## src/rtl/scl_wavegen_pkg.sv

```systemverilog
package scl_wavegen_pkg;
  localparam int DIV_W     = 8;
  localparam int EXP_W     = 3;
  localparam int WORD_W    = 2 * DIV_W + EXP_W;
  localparam int LO_LSB    = 0;
  localparam int HI_LSB    = DIV_W;
  localparam int EXP_LSB   = 2 * DIV_W;

  typedef struct packed {
    logic [EXP_W-1:0] expo;
    logic [DIV_W-1:0] hi_div;
    logic [DIV_W-1:0] lo_div;
  } wave_cfg_t;

  function automatic logic [EXP_W-1:0] clip_exp(input logic [EXP_W-1:0] e,
                                                input int unsigned ceil_v);
    if (int'(e) > int'(ceil_v)) return EXP_W'(ceil_v);
    return e;
  endfunction
endpackage

```

## src/rtl/scl_cfg_hold.sv

```systemverilog
module scl_cfg_hold
  import scl_wavegen_pkg::*;
#(
  parameter int OFFSET  = 4,
  parameter int MAX_EXP = 5,
  parameter int LEN_W   = 14
) (
  input  logic              clk,
  input  logic              rst_n,
  input  logic              wr,
  input  logic [WORD_W-1:0] word,
  output logic [LEN_W-1:0]  len_lo,
  output logic [LEN_W-1:0]  len_hi
);
  wave_cfg_t cfg_q;
  wave_cfg_t cfg_in;

  always_comb begin
    cfg_in        = wave_cfg_t'(word);
    cfg_in.expo   = clip_exp(cfg_in.expo, MAX_EXP);
  end

  always_ff @(posedge clk or negedge rst_n) begin
    if (!rst_n)  cfg_q <= '0;
    else if (wr) cfg_q <= cfg_in;
  end

  logic [DIV_W-1:0] div_sel [2];
  logic [LEN_W-1:0] len_sel [2];
  assign div_sel[0] = cfg_q.lo_div;
  assign div_sel[1] = cfg_q.hi_div;

  for (genvar g = 0; g < 2; g++) begin : g_len
    always_comb
      len_sel[g] = (LEN_W'(div_sel[g]) << cfg_q.expo) + LEN_W'(OFFSET);
  end

  assign len_lo = len_sel[0];
  assign len_hi = len_sel[1];
endmodule

```

## src/rtl/scl_phase_timer.sv

```systemverilog
module scl_phase_timer #(
  parameter int LEN_W = 14
) (
  input  logic             clk,
  input  logic             rst_n,
  input  logic             enable,
  input  logic [LEN_W-1:0] len_lo,
  input  logic [LEN_W-1:0] len_hi,
  output logic             scl,
  output logic             lo_end,
  output logic             hi_end
);
  logic             running;
  logic [LEN_W-1:0] cnt;
  logic             last;

  assign last   = running && (cnt == '0);
  assign lo_end = last && !scl;
  assign hi_end = last && scl;

  always_ff @(posedge clk or negedge rst_n) begin
    if (!rst_n) begin
      running <= 1'b0;
      scl     <= 1'b1;
      cnt     <= '0;
    end else if (!enable) begin
      running <= 1'b0;
      scl     <= 1'b1;
      cnt     <= '0;
    end else if (!running) begin
      running <= 1'b1;
      scl     <= 1'b0;
      cnt     <= len_lo - LEN_W'(1);
    end else if (last) begin
      scl     <= !scl;
      cnt     <= (scl ? len_lo : len_hi) - LEN_W'(1);
    end else begin
      cnt     <= cnt - LEN_W'(1);
    end
  end
endmodule

```

## src/rtl/scl_wavegen.sv

```systemverilog
module scl_wavegen
  import scl_wavegen_pkg::*;
#(
  parameter int OFFSET  = 4,
  parameter int MAX_EXP = 5
) (
  input  logic              clk,
  input  logic              rst_n,
  input  logic              enable,
  input  logic              cfg_wr,
  input  logic [WORD_W-1:0] cfg_data,
  output logic              scl_o,
  output logic              low_end_o,
  output logic              high_end_o
);
  localparam int MAX_LEN = ((1 << DIV_W) - 1) * (1 << MAX_EXP) + OFFSET;
  localparam int LEN_W   = $clog2(MAX_LEN + 1);

  logic [LEN_W-1:0] len_lo, len_hi;

  scl_cfg_hold #(.OFFSET(OFFSET), .MAX_EXP(MAX_EXP), .LEN_W(LEN_W)) u_cfg (
    .clk(clk), .rst_n(rst_n), .wr(cfg_wr), .word(cfg_data),
    .len_lo(len_lo), .len_hi(len_hi)
  );

  scl_phase_timer #(.LEN_W(LEN_W)) u_timer (
    .clk(clk), .rst_n(rst_n), .enable(enable),
    .len_lo(len_lo), .len_hi(len_hi),
    .scl(scl_o), .lo_end(low_end_o), .hi_end(high_end_o)
  );
endmodule

```

## config.mk

```make
export PLATFORM = sky130hd
export DESIGN_NAME = scl_wavegen
export DESIGN_NICKNAME = d
export VERILOG_FILES = /design/src/rtl/scl_wavegen_pkg.sv /design/src/rtl/scl_cfg_hold.sv /design/src/rtl/scl_phase_timer.sv /design/src/rtl/scl_wavegen.sv
export SDC_FILE = /design/constraint.sdc
export NUM_CORES = 1
export LEC_CHECK = 0
export BUFFER_PORTS_ARGS = -buffer_cell sky130_fd_sc_hd__buf_2
export CAP_MARGIN = 20
export CORE_MARGIN = 2
export CORE_UTILIZATION = 66
export DETAILED_ROUTE_END_ITERATION = 12
export PLACE_DENSITY_LB_ADDON = 0.12
export SETUP_SLACK_MARGIN = 0.4
export SLEW_MARGIN = 25
export SYNTH_ARGS = -nofsm -noshare
export SYNTH_HDL_FRONTEND = slang
export SYNTH_SLANG_ARGS = --single-unit
```

## constraint.sdc

```tcl
create_clock -name clk -period 8.2 [get_ports clk]
set_input_delay 0.82 -clock clk [delete_from_list [all_inputs] [get_ports clk]]
set_output_delay 0.82 -clock clk [all_outputs]
set_load 0.02 [all_outputs]
```

==> summary.md <==
## Die
* **Initial Utilization** 0.674
* **die area** 0.00529 sq mm
* **Die H** 72.7 um
* **overall die width** 72.7 um
* **row count** 25
* **I/O pin count** 26
* **core area** 0.00463 sq mm

## Route
* **number of iterations in the first detailed-routing pass** 5
* **Detail Route Antenna Nets** 0
* **post-DR wirelength/cell** 18.8 um
* **ratio of routed vias to standard cells** 6.91
* **detailed-route DRC error count** 0
* **total detailed-routing wirelength** 7590 um
* **total vias in the final route** 2786
* **iteration-0 DRC count of the detailed router** 396

## Global routing
* **global routing usage summed across all routing layers** 0.313
* **overflow left after global routing** 0
* **pin count of the biggest net entering global routing** 53
* **number of global-route vias before repair** 2544
* **first-pass GRT wire length** 12800 um
* **antenna violations before repair** 0

## STA
* **Peak Freq** 254 MHz
* **share of the clock period used by the worst path** 0.480
* **final setup fails** 0
* **total negative slack** 0 ns
* **Final Hold Viols** 0
* **unrepaired setup endpoints after global routing** no
* **worst relative slew slack** 0.431
* **final number of max-transition violations** 0
* **slew of the pin with the lowest slew margin** 0.848 ns
* **final worst clock skew** 0.00850 ns
* **clock period minus final worst setup slack** 3.94 ns

## Synth
* **top_reg_cell synth** dfrtp_1
* **main area contributors after synthesis** dfrtp_1 (26%), mux2_2 (9.0%), mux2i_1 (3.9%)
* **post-synthesis instance area** 0.00312 sq mm
* **number of synthesized flops with an enable pin** 0
* **#FFs+latches synth** 34
* **mean cell area of the mapped netlist** 9.26 sq um
* **count of mapped cells out of synthesis** 337
* **sequential fraction of the synthesis area** 0.273
* **distinct cell type count after synthesis** 77
* **Mapped Nets** 363
* **proportion of netlist area held by the largest area contributor** 0.265
* **total number of yosys warnings** 0
* **Async SR Flop Fraction** 1.00
* **library cell with the largest summed area after synthesis** dfrtp_1

## Pwr
* **cell internal power dissipation** 379 uW
* **Clk pwr share** 0.247
* **IR drop worst, VDD** 112 uV
* **switching share of power** 0.370
* **sequential group share of total power** 0.366
* **overall power consumption** 602 uW
* **Comb power frac** 0.387
* **power per unit of standard cell area** 185 mW/mm^2
* **switching component of the power** 223 uW
* **Leakage** 0.00132 uW

## Setup path
* **sort of element at the end of the critical path** flip-flop
* **Critical Path Fanout Max** 39
* **crit-path leading delay family** compound AO/OA/AOI/OAI gates
* **buffering stage count on the worst path with inverters included** 2
* **Critical Setup Path Class** flip-flop to flip-flop
* **startpoint kind of the worst setup timing path** flip-flop
* **Critical-path top delay cell** a2111oi_1
* **data arrival time of the critical path** 4.09 ns
* **slowest stage delay, CP** 0.59 ns
* **endpoint required time on the critical path** 8.35 ns
* **crit-path cells** buf_4 > and2_1 > a21oi_1 > o21a_1 > nor2_1 > ha_1 > inv_1 > nor4_1 > or2_1 > a311oi_1 > a2111oi_1 > or3b_1 > o311ai_0 > o41ai_1

## Clocking
* **CTS tree** done
* **CTS hold repair buffers** 0
* **H-Tree Level Count** 2
* **clk buf depth** 2
* **clock root buffer** clkbuf_8
* **Resized Gates After CTS** 0
* **setup repair bufs after CTS** 0
* **number of buffers created by CTS** 5
* **clock sink total** 34
* **Worst-path clk slew** 0.08 ns
* **clock latency reported for the late side of the worst-skew pair** 0.30 ns

## Cells and area
* **final net count** 374
* **synth-to-layout area growth** 4.37%
* **fin area** 0.00326 sq mm
* **ratio of cells with drive above 1 in the final layout** 0.232
* **count of antenna diodes in the layout** 0

## Flow run
* **max capacitance violation total** 0

## Placement
* **final estimated routing congestion in global placement** 0.926
* **I/O Buffers** 25
* **detailed placer's ending HPWL** 5540 um
* **placement-stage cell area** 0.00315 sq mm

## Min path
* **worst min-delay path class** input port to async pin

## Status
* **result of the run** finished clean

==> sequential cells by signal, indices dropped and copies added, names as in the netlist <==
signal / count
u_timer.running: 1
u_cfg.cfg_q: 19
u_timer.cnt: 13
u_timer.scl: 1
==> kinds of logic after synthesis <==
family / count (synthesis) / share of synthesized area
fa+ha+maj: 3 / 0.0120
buf+inv: 33 / 0.0714
simple gates: 121 / 0.222
compound gates: 86 / 0.202
xor+xnor: 16 / 0.0449
flops: 34 / 0.273
mux: 44 / 0.174
==> cells in the final DEF (no fill, tap or decap), types with 5 or more instances in the layout <==
| master | Yosys | routed |
|---|---|---|
| inv_1 | 8 | 8 |
| nand2_1 | 20 | 20 |
| nor2_1 | 25 | 25 |
| nor4_1 | 8 | 8 |
| nor2b_1 | 5 | 5 |
| nand3b_1 | 7 | 7 |
| nor3b_1 | 6 | 6 |
| xnor2_1 | 8 | 8 |
| a211oi_1 | 6 | 6 |
| mux2_2 | 25 | 25 |
| clkbuf_8 | 0 | 8 |
| buf_2 | 2 | 25 |
| xor2_1 | 8 | 8 |
| and2_1 | 7 | 7 |
| a22oi_1 | 5 | 5 |
| o21ai_0 | 13 | 13 |
| a21oi_1 | 17 | 17 |
| nand3_1 | 9 | 9 |
| dfrtp_1 | 33 | 33 |
| mux2i_1 | 12 | 12 |
| nor3_1 | 7 | 7 |
==> synthesized netlist by cell type (3+ instances only) <==
cell       n
a221o_1    4
o211ai_1   4
nor2_1    25
mux4_2     4
o21ai_0   13
nor2b_1    5
xnor2_1    8
nand3b_1   7
xor2_1     8
inv_1      8
nand2_1   20
nand3_1    9
a211oi_1   6
ha_1       3
a22oi_1    5
a31oi_1    4
o21ai_1    3
and2_1     7
a21oi_1   17
mux2_2    25
nor4_1     8
dfrtp_1   33
o21a_1     3
nor3_1     7
nand2b_1   3
a221oi_1   3
clkbuf_1   9
buf_6      6
o221a_2    3
nor3b_1    6
mux2i_1   12
==> layer usage <==
layer,wire length (um),global-route usage,up-vias
li1,-,-,1297
met1,3160,0.442,1323
met2,3570,0.480,151
met3,671,0.0511,15
met4,184,0.121,0
met5,0,0,-
==> stage by stage <==
step / instances / utilization / setup WS, ns / hold WS (ns)
2_1_floorplan: 337 / - / 4.45 / 0.524
3_3_place_gp: 395 / 0.679 / 4.47 / 0.568
3_5_place_dp: 395 / 0.679 / 4.41 / 0.583
4_1_cts: 403 / 0.703 / 4.33 / 0.602
5_1_grt: 403 / 0.703 / 3.96 / 0.633
6_report: 403 / 0.703 / 4.26 / 0.592
==> path summary, 6_finish.rpt <==
kind / slack, ns / from / endpoint / cells past startpoint
worst max-delay path: 4.26 / u_cfg.cfg_q[17] / u_timer.cnt[12] / 14
max in group asynchronous: 7.11 / rst_n / u_timer.cnt[11] / 1
worst max register to register: 4.26 / u_cfg.cfg_q[17] / u_timer.cnt[12] / 14
min in group clk: 0.61 / u_cfg.cfg_q[13] / u_cfg.cfg_q[13] / 1
worst min-delay path: 0.59 / rst_n / u_cfg.cfg_q[0] / 1
worst min register to register: 0.61 / u_cfg.cfg_q[13] / u_cfg.cfg_q[13] / 1
==> power by group through the flow <==
stage / logic, uW / clock network [uW] / registers [uW]
after global placement: 224 / 0 / 221
after global routing: 256 / 158 / 224
after CTS: 230 / 151 / 219
after detailed placement: 228 / 0 / 222
final: 233 / 148 / 220
after floorplan: 197 / 0 / 208
==> area by class of cell <==
cell class              instances  area (sq um)
multi-input cells             270          2040
clock buffers                   8           110
flip-flops and latches         34           852
repair buffers                 28           148
inverters                       9          33.8
fillers                       400          1370
well taps                      54          67.6
(Power assumes the default switching activity.)
